`src/rtl/gpev_pkg.sv`:
```
package gpev_pkg;

    localparam int ADDR_W = 8;
    localparam int WORD_W = 32;

    // Word offsets of bank 0; bank b adds 4*b
    localparam logic [ADDR_W-1:0] OFS_STATUS = 8'h40;
    localparam logic [ADDR_W-1:0] OFS_RISE   = 8'h4C;
    localparam logic [ADDR_W-1:0] OFS_FALL   = 8'h58;
    localparam logic [ADDR_W-1:0] OFS_HIGH   = 8'h64;
    localparam logic [ADDR_W-1:0] OFS_LOW    = 8'h70;

    typedef enum logic [2:0] {
        SEL_NONE,
        SEL_STATUS,
        SEL_RISE,
        SEL_FALL,
        SEL_HIGH,
        SEL_LOW
    } word_sel_e;

endpackage

```
`src/rtl/gpev_decode.sv`:
```
module gpev_decode
    import gpev_pkg::*;
#(
    parameter int NUM_BANKS = 2,
    localparam int BANK_IW  = (NUM_BANKS > 1) ? $clog2(NUM_BANKS) : 1
) (
    input  logic [ADDR_W-1:0]  addr,
    output word_sel_e          sel,
    output logic [BANK_IW-1:0] bank
);

    localparam logic [ADDR_W-1:0] SPAN = ADDR_W'(4 * NUM_BANKS);

    logic [ADDR_W-1:0] d_status, d_rise, d_fall, d_high, d_low;

    assign d_status = addr - OFS_STATUS;
    assign d_rise   = addr - OFS_RISE;
    assign d_fall   = addr - OFS_FALL;
    assign d_high   = addr - OFS_HIGH;
    assign d_low    = addr - OFS_LOW;

    function automatic logic in_window(input logic [ADDR_W-1:0] d);
        return (d < SPAN) && (d[1:0] == 2'b00);
    endfunction

    always_comb begin
        sel  = SEL_NONE;
        bank = '0;
        if (in_window(d_status)) begin
            sel  = SEL_STATUS;
            bank = BANK_IW'(d_status >> 2);
        end else if (in_window(d_rise)) begin
            sel  = SEL_RISE;
            bank = BANK_IW'(d_rise >> 2);
        end else if (in_window(d_fall)) begin
            sel  = SEL_FALL;
            bank = BANK_IW'(d_fall >> 2);
        end else if (in_window(d_high)) begin
            sel  = SEL_HIGH;
            bank = BANK_IW'(d_high >> 2);
        end else if (in_window(d_low)) begin
            sel  = SEL_LOW;
            bank = BANK_IW'(d_low >> 2);
        end
    end

endmodule

```
`src/rtl/gpev_detect.sv`:
```
module gpev_detect #(
    parameter int W = 32
) (
    input  logic [W-1:0] lvl,
    input  logic [W-1:0] prev,
    input  logic [W-1:0] en_rise,
    input  logic [W-1:0] en_fall,
    input  logic [W-1:0] en_high,
    input  logic [W-1:0] en_low,
    output logic [W-1:0] cause
);

    logic [W-1:0] went_up, went_down;

    assign went_up   = lvl & ~prev;
    assign went_down = ~lvl & prev;

    assign cause = (en_rise & went_up)
                 | (en_fall & went_down)
                 | (en_high & lvl)
                 | (en_low  & ~lvl);

endmodule

```
`src/rtl/gpev_bank.sv`:
```
module gpev_bank #(
    parameter int W          = 32,
    parameter int VALID_BITS = 32
) (
    input  logic         clk,
    input  logic         rst_n,
    input  logic [W-1:0] lvl,
    input  logic         wr_status,
    input  logic         wr_rise,
    input  logic         wr_fall,
    input  logic         wr_high,
    input  logic         wr_low,
    input  logic [W-1:0] wdata,
    output logic [W-1:0] status_q,
    output logic [W-1:0] rise_q,
    output logic [W-1:0] fall_q,
    output logic [W-1:0] high_q,
    output logic [W-1:0] low_q,
    output logic         irq
);

    localparam logic [W-1:0] VMASK = (VALID_BITS >= W) ? {W{1'b1}}
                                   : ((W'(1) << VALID_BITS) - W'(1));

    logic [W-1:0] prev_q;
    logic [W-1:0] cause;
    logic [W-1:0] clr_mask;
    logic [W-1:0] wmasked;

    assign wmasked  = wdata & VMASK;
    assign clr_mask = wr_status ? wdata : '0;

    gpev_detect #(.W(W)) u_detect (
        .lvl     (lvl),
        .prev    (prev_q),
        .en_rise (rise_q),
        .en_fall (fall_q),
        .en_high (high_q),
        .en_low  (low_q),
        .cause   (cause)
    );

    always_ff @(posedge clk) begin
        if (!rst_n) begin
            prev_q   <= '0;
            status_q <= '0;
            rise_q   <= '0;
            fall_q   <= '0;
            high_q   <= '0;
            low_q    <= '0;
        end else begin
            prev_q   <= lvl & VMASK;
            status_q <= ((status_q & ~clr_mask) | cause) & VMASK;
            if (wr_rise) rise_q <= wmasked;
            if (wr_fall) fall_q <= wmasked;
            if (wr_high) high_q <= wmasked;
            if (wr_low)  low_q  <= wmasked;
        end
    end

    assign irq = |status_q;

endmodule

```
`src/rtl/gpev_top.sv`:
```
module gpev_top
    import gpev_pkg::*;
#(
    parameter int NUM_PINS  = 54,
    localparam int NUM_BANKS = (NUM_PINS + WORD_W - 1) / WORD_W
) (
    input  logic                 clk,
    input  logic                 rst_n,
    input  logic [NUM_PINS-1:0]  pin_lvl,
    input  logic                 bus_wr,
    input  logic                 bus_rd,
    input  logic [ADDR_W-1:0]    bus_addr,
    input  logic [WORD_W-1:0]    bus_wdata,
    output logic [WORD_W-1:0]    bus_rdata,
    output logic [NUM_BANKS-1:0] irq_bank
);

    localparam int TOTAL   = NUM_BANKS * WORD_W;
    localparam int BANK_IW = (NUM_BANKS > 1) ? $clog2(NUM_BANKS) : 1;

    logic [TOTAL-1:0]   lvl_pad;
    word_sel_e          dec_sel;
    logic [BANK_IW-1:0] dec_bank;

    logic [WORD_W-1:0] status_arr [NUM_BANKS];
    logic [WORD_W-1:0] rise_arr   [NUM_BANKS];
    logic [WORD_W-1:0] fall_arr   [NUM_BANKS];
    logic [WORD_W-1:0] high_arr   [NUM_BANKS];
    logic [WORD_W-1:0] low_arr    [NUM_BANKS];

    // Flattened views, also observed by the bound checker
    logic [TOTAL-1:0] status_flat, rise_flat, fall_flat, high_flat, low_flat;

    logic [WORD_W-1:0] rd_mux;

    assign lvl_pad = TOTAL'(pin_lvl);

    gpev_decode #(.NUM_BANKS(NUM_BANKS)) u_decode (
        .addr (bus_addr),
        .sel  (dec_sel),
        .bank (dec_bank)
    );

    for (genvar b = 0; b < NUM_BANKS; b++) begin : g_bank
        localparam int VBITS = NUM_PINS - b * WORD_W;
        logic hit;

        assign hit = bus_wr && (dec_bank == BANK_IW'(b));

        gpev_bank #(
            .W          (WORD_W),
            .VALID_BITS (VBITS)
        ) u_bank (
            .clk       (clk),
            .rst_n     (rst_n),
            .lvl       (lvl_pad[b*WORD_W +: WORD_W]),
            .wr_status (hit && (dec_sel == SEL_STATUS)),
            .wr_rise   (hit && (dec_sel == SEL_RISE)),
            .wr_fall   (hit && (dec_sel == SEL_FALL)),
            .wr_high   (hit && (dec_sel == SEL_HIGH)),
            .wr_low    (hit && (dec_sel == SEL_LOW)),
            .wdata     (bus_wdata),
            .status_q  (status_arr[b]),
            .rise_q    (rise_arr[b]),
            .fall_q    (fall_arr[b]),
            .high_q    (high_arr[b]),
            .low_q     (low_arr[b]),
            .irq       (irq_bank[b])
        );

        assign status_flat[b*WORD_W +: WORD_W] = status_arr[b];
        assign rise_flat[b*WORD_W +: WORD_W]   = rise_arr[b];
        assign fall_flat[b*WORD_W +: WORD_W]   = fall_arr[b];
        assign high_flat[b*WORD_W +: WORD_W]   = high_arr[b];
        assign low_flat[b*WORD_W +: WORD_W]    = low_arr[b];
    end

    always_comb begin
        unique case (dec_sel)
            SEL_STATUS: rd_mux = status_arr[dec_bank];
            SEL_RISE:   rd_mux = rise_arr[dec_bank];
            SEL_FALL:   rd_mux = fall_arr[dec_bank];
            SEL_HIGH:   rd_mux = high_arr[dec_bank];
            SEL_LOW:    rd_mux = low_arr[dec_bank];
            default:    rd_mux = '0;
        endcase
    end

    always_ff @(posedge clk) begin
        if (!rst_n) begin
            bus_rdata <= '0;
        end else if (bus_rd) begin
            bus_rdata <= rd_mux;
        end
    end

endmodule

```
`config.mk`:
```
export PLATFORM = sky130hd
export DESIGN_NAME = gpev_top
export DESIGN_NICKNAME = d
export VERILOG_FILES = /design/src/rtl/gpev_pkg.sv /design/src/rtl/gpev_decode.sv /design/src/rtl/gpev_detect.sv /design/src/rtl/gpev_bank.sv /design/src/rtl/gpev_top.sv
export SDC_FILE = /design/constraint.sdc
export NUM_CORES = 1
export LEC_CHECK = 0
export BUFFER_PORTS_ARGS = -buffer_cell sky130_fd_sc_hd__buf_4
export CAP_MARGIN = 20
export CORE_ASPECT_RATIO = 0.5
export CORE_MARGIN = 2
export CORE_UTILIZATION = 40
export DETAILED_ROUTE_END_ITERATION = 10
export PLACE_DENSITY_LB_ADDON = 0.1
export SYNTH_ARGS = -nofsm -noshare
export SYNTH_HDL_FRONTEND = slang
export SYNTH_SLANG_ARGS = --single-unit
```
`constraint.sdc`:
```
create_clock -name clk -period 3.4 [get_ports clk]
set_input_delay 0.51 -clock clk [delete_from_list [all_inputs] [get_ports clk]]
set_output_delay 0.51 -clock clk [all_outputs]
set_load 0.03 [all_outputs]
```
==> impl_metrics.tcl <==
set metrics [dict create \
    status "finished, final reports clean" \
    final_cell_mix "dfxtp_1 (356), nand2_1 (348), a21oi_1 (202)" \
    slew_viol_final 0 \
    finClkSkew_ps 31.9 \
    num_antenna_cells 0 \
    cts_resized 0 \
    ios 132 \
    cts_tree "yes" \
    coreArea_sq_um 37700 \
    routed.top_layer "met4" \
    drive_gt1_frac 0.140 \
    p_per_area_nw_per_um2 478 \
    die_y_um 143 \
    dp_hpwl_um 35000 \
    seq_area_frac_synth 0.461 \
    met3_length_um 4330 \
    grt.overflow.total 0 \
    fp-row-count 50 \
    drt-met1-wl_um 26200 \
    via_count 14000 \
    die_area_sq_um 40300 \
    clock-root-buffer "clkbuf_16" \
    setup_tns_ps 0 \
    crit_required_ps 2890 \
    initial_core_util 0.410 \
    regArea_sq_um 7130 \
    antenna_found_initial 0 \
    htreeDepth 2 \
    crit_type "flip-flop to primary output" \
    syn_nets 1964 \
    areaGrowthSynthToFinish_pct 18.0 \
    ant_nets 0 \
    rsz0062_at_grt "no" \
    routedWlPerCell_um 21.2 \
    finalSetupViolCount 0 \
    path_clk_slew_ps 70 \
    post_cts_buffers 0 \
    nFillCells 3663 \
    path_max_fanout 3 \
    wirelength_um 52900 \
    drt_first_pass_iters 6 \
    slew_headroom 0.492 \
    cp_cell_sequence "nor4_1, nand4_1, or4_1, buf_4" \
    gp_congestion 0.843 \
    nets 2055 \
    first_iter_violations 1489 \
    ys_seq_elements 356 \
    cp_slowest_cell "nor4_1" \
    synth-edff-count 0 \
    layout_commonest_cell "dfxtp_1" \
    grt_max_degree 107 \
    synth-async-reset-ratio 0 \
    maxCapViolCount 0 \
    hold_viol 0 \
    multi_input_area_sq_um 7580 \
    numCtsBuffers 35 \
    synthesis.area_sq_um 15500 \
    clockBufferDepth 3 \
    min_period_ps 2880 \
    clkLatencyLatePin_ps 550 \
    yosysUniqueCellTypes 62 \
    grt_pass1_wl_um 80100 \
    clock-sinks 356 \
    arrival_ps 2370 \
    ys.flop_type "dfxtp_1" \
    grt_usage 0.262 \
    critPathMaxStageDelay_ps 680 \
    end_kind "primary output" \
    met2_length_um 21500 \
    cts_hold_buf 0 \
    first_global_vias 12700 \
    syn_area_per_cell_sq_um 8.31 \
    hp-class "input pin to flip-flop" \
    io_buffers 131 \
    worst_pin_slew_ps 755 \
    cp-start-kind "flip-flop" \
    worst_ir_drop_vdd_mv 0.292 \
    viasPerCell 5.60 \
    die_w_um 282 \
    post-route-util 0.483 \
    syn_inst 1860 \
    drc 0 \
    yosysWarnings 0 \
    finalCritPeriodShare 0.848 \
    fmax_mhz 347 \
    leakage_nw 6.35 \
]
-- worst max-delay path, delay by kind of cell (launching register included) --
kind / cells / cell delay (ps)
flip-flops: 1 / 330
buffers and inverters: 1 / 200
AND/OR/NAND/NOR: 3 / 1320
-- state kept, by name, summed over array words and instances (netlist names) --
| signal | cells |
|---|---|
| g_bank.u_bank.fall_q | 54 |
| g_bank.u_bank.high_q | 54 |
| g_bank.u_bank.low_q | 54 |
| g_bank.u_bank.prev_q | 54 |
| g_bank.u_bank.rise_q | 54 |
| g_bank.u_bank.status_q | 54 |
| bus_rdata | 32 |
-- metrics by stage --
stage | setup slack (ps) | power, mW | area [sq um] | hold WS [ps] | instances
after floorplan | 619 | 4.66 | 15500 | 448 | 1860
after global placement | 346 | 4.97 | 17100 | 436 | 2434
after detailed placement | 310 | 4.97 | 17100 | 440 | 2434
after CTS | 535 | 8.78 | 18200 | 154 | 2494
after global routing | 422 | 9.03 | 18200 | 169 | 2494
final | 517 | 8.72 | 18200 | 176 | 2494
-- Yosys cell counts (all sizes together) (32+ instances only) --
cell,number,area (sq um)
nand2,348,1310
clkbuf,94,353
and2,56,350
a222oi,32,320
a221o,37,370
inv,58,218
buf,41,249
o21ai,103,523
nor2b,79,494
dfxtp,356,7130
a21oi,209,1070
a211oi,54,405
nand3,120,606
a21boi,110,830
-- metal layers --
| layer | up-vias | global-route usage |
|---|---|---|
| met5 | - | 0 |
| met4 | 0 | 0.0619 |
| met3 | 62 | 0.0558 |
| met2 | 467 | 0.371 |
| met1 | 6627 | 0.398 |
| li1 | 6819 | - |
-- power breakdown --
group | internal, mW | leakage (nW) | total, mW | switching [mW]
combinational | 0.222 | 2.93 | 0.547 | 0.325
clock | 2.15 | 0.529 | 3.83 | 1.69
sequential | 4.25 | 2.89 | 4.33 | 0.0793
-- worst paths after layout --
check	from	endpoint	slack (ps)	cells past startpoint
min reg2reg	bus_rdata[31]$_SDFFE_PN0P_	bus_rdata[31]$_SDFFE_PN0P_	450	1
max	g_bank[1].u_bank.status_q[20]$_SDFF_PN0_	irq_bank[1]	520	4
max reg2reg	bus_rdata[10]$_SDFFE_PN0P_	bus_rdata[10]$_SDFFE_PN0P_	1960	4
min	pin_lvl[38]	g_bank[1].u_bank.prev_q[6]$_SDFF_PN0_	180	2
-- layout make-up --
cell class | count | area share
multi-input cells | 1311 | 0.416
repair buffers | 189 | 0.0858
clock inverters | 5 | 0.00357
inverters | 58 | 0.0119
well taps | 520 | 0.0357
clock buffers | 55 | 0.0561
flip-flops and latches | 356 | 0.391
-- logic make-up (layout without fill, tap and decap cells) --
| kind of cell | after synthesis | count (layout) | synth area share |
|---|---|---|---|
| simple gates | 683 | 683 | 0.212 |
| compound gates | 620 | 620 | 0.268 |
| flops | 356 | 356 | 0.461 |
| buf+inv | 193 | 307 | 0.0530 |
| fa+ha+maj | 6 | 6 | 0.00486 |
| xor+xnor | 1 | 1 | 0.000567 |
| mux | 1 | 1 | 0.000890 |
Power figures use the tool's default switching activity.
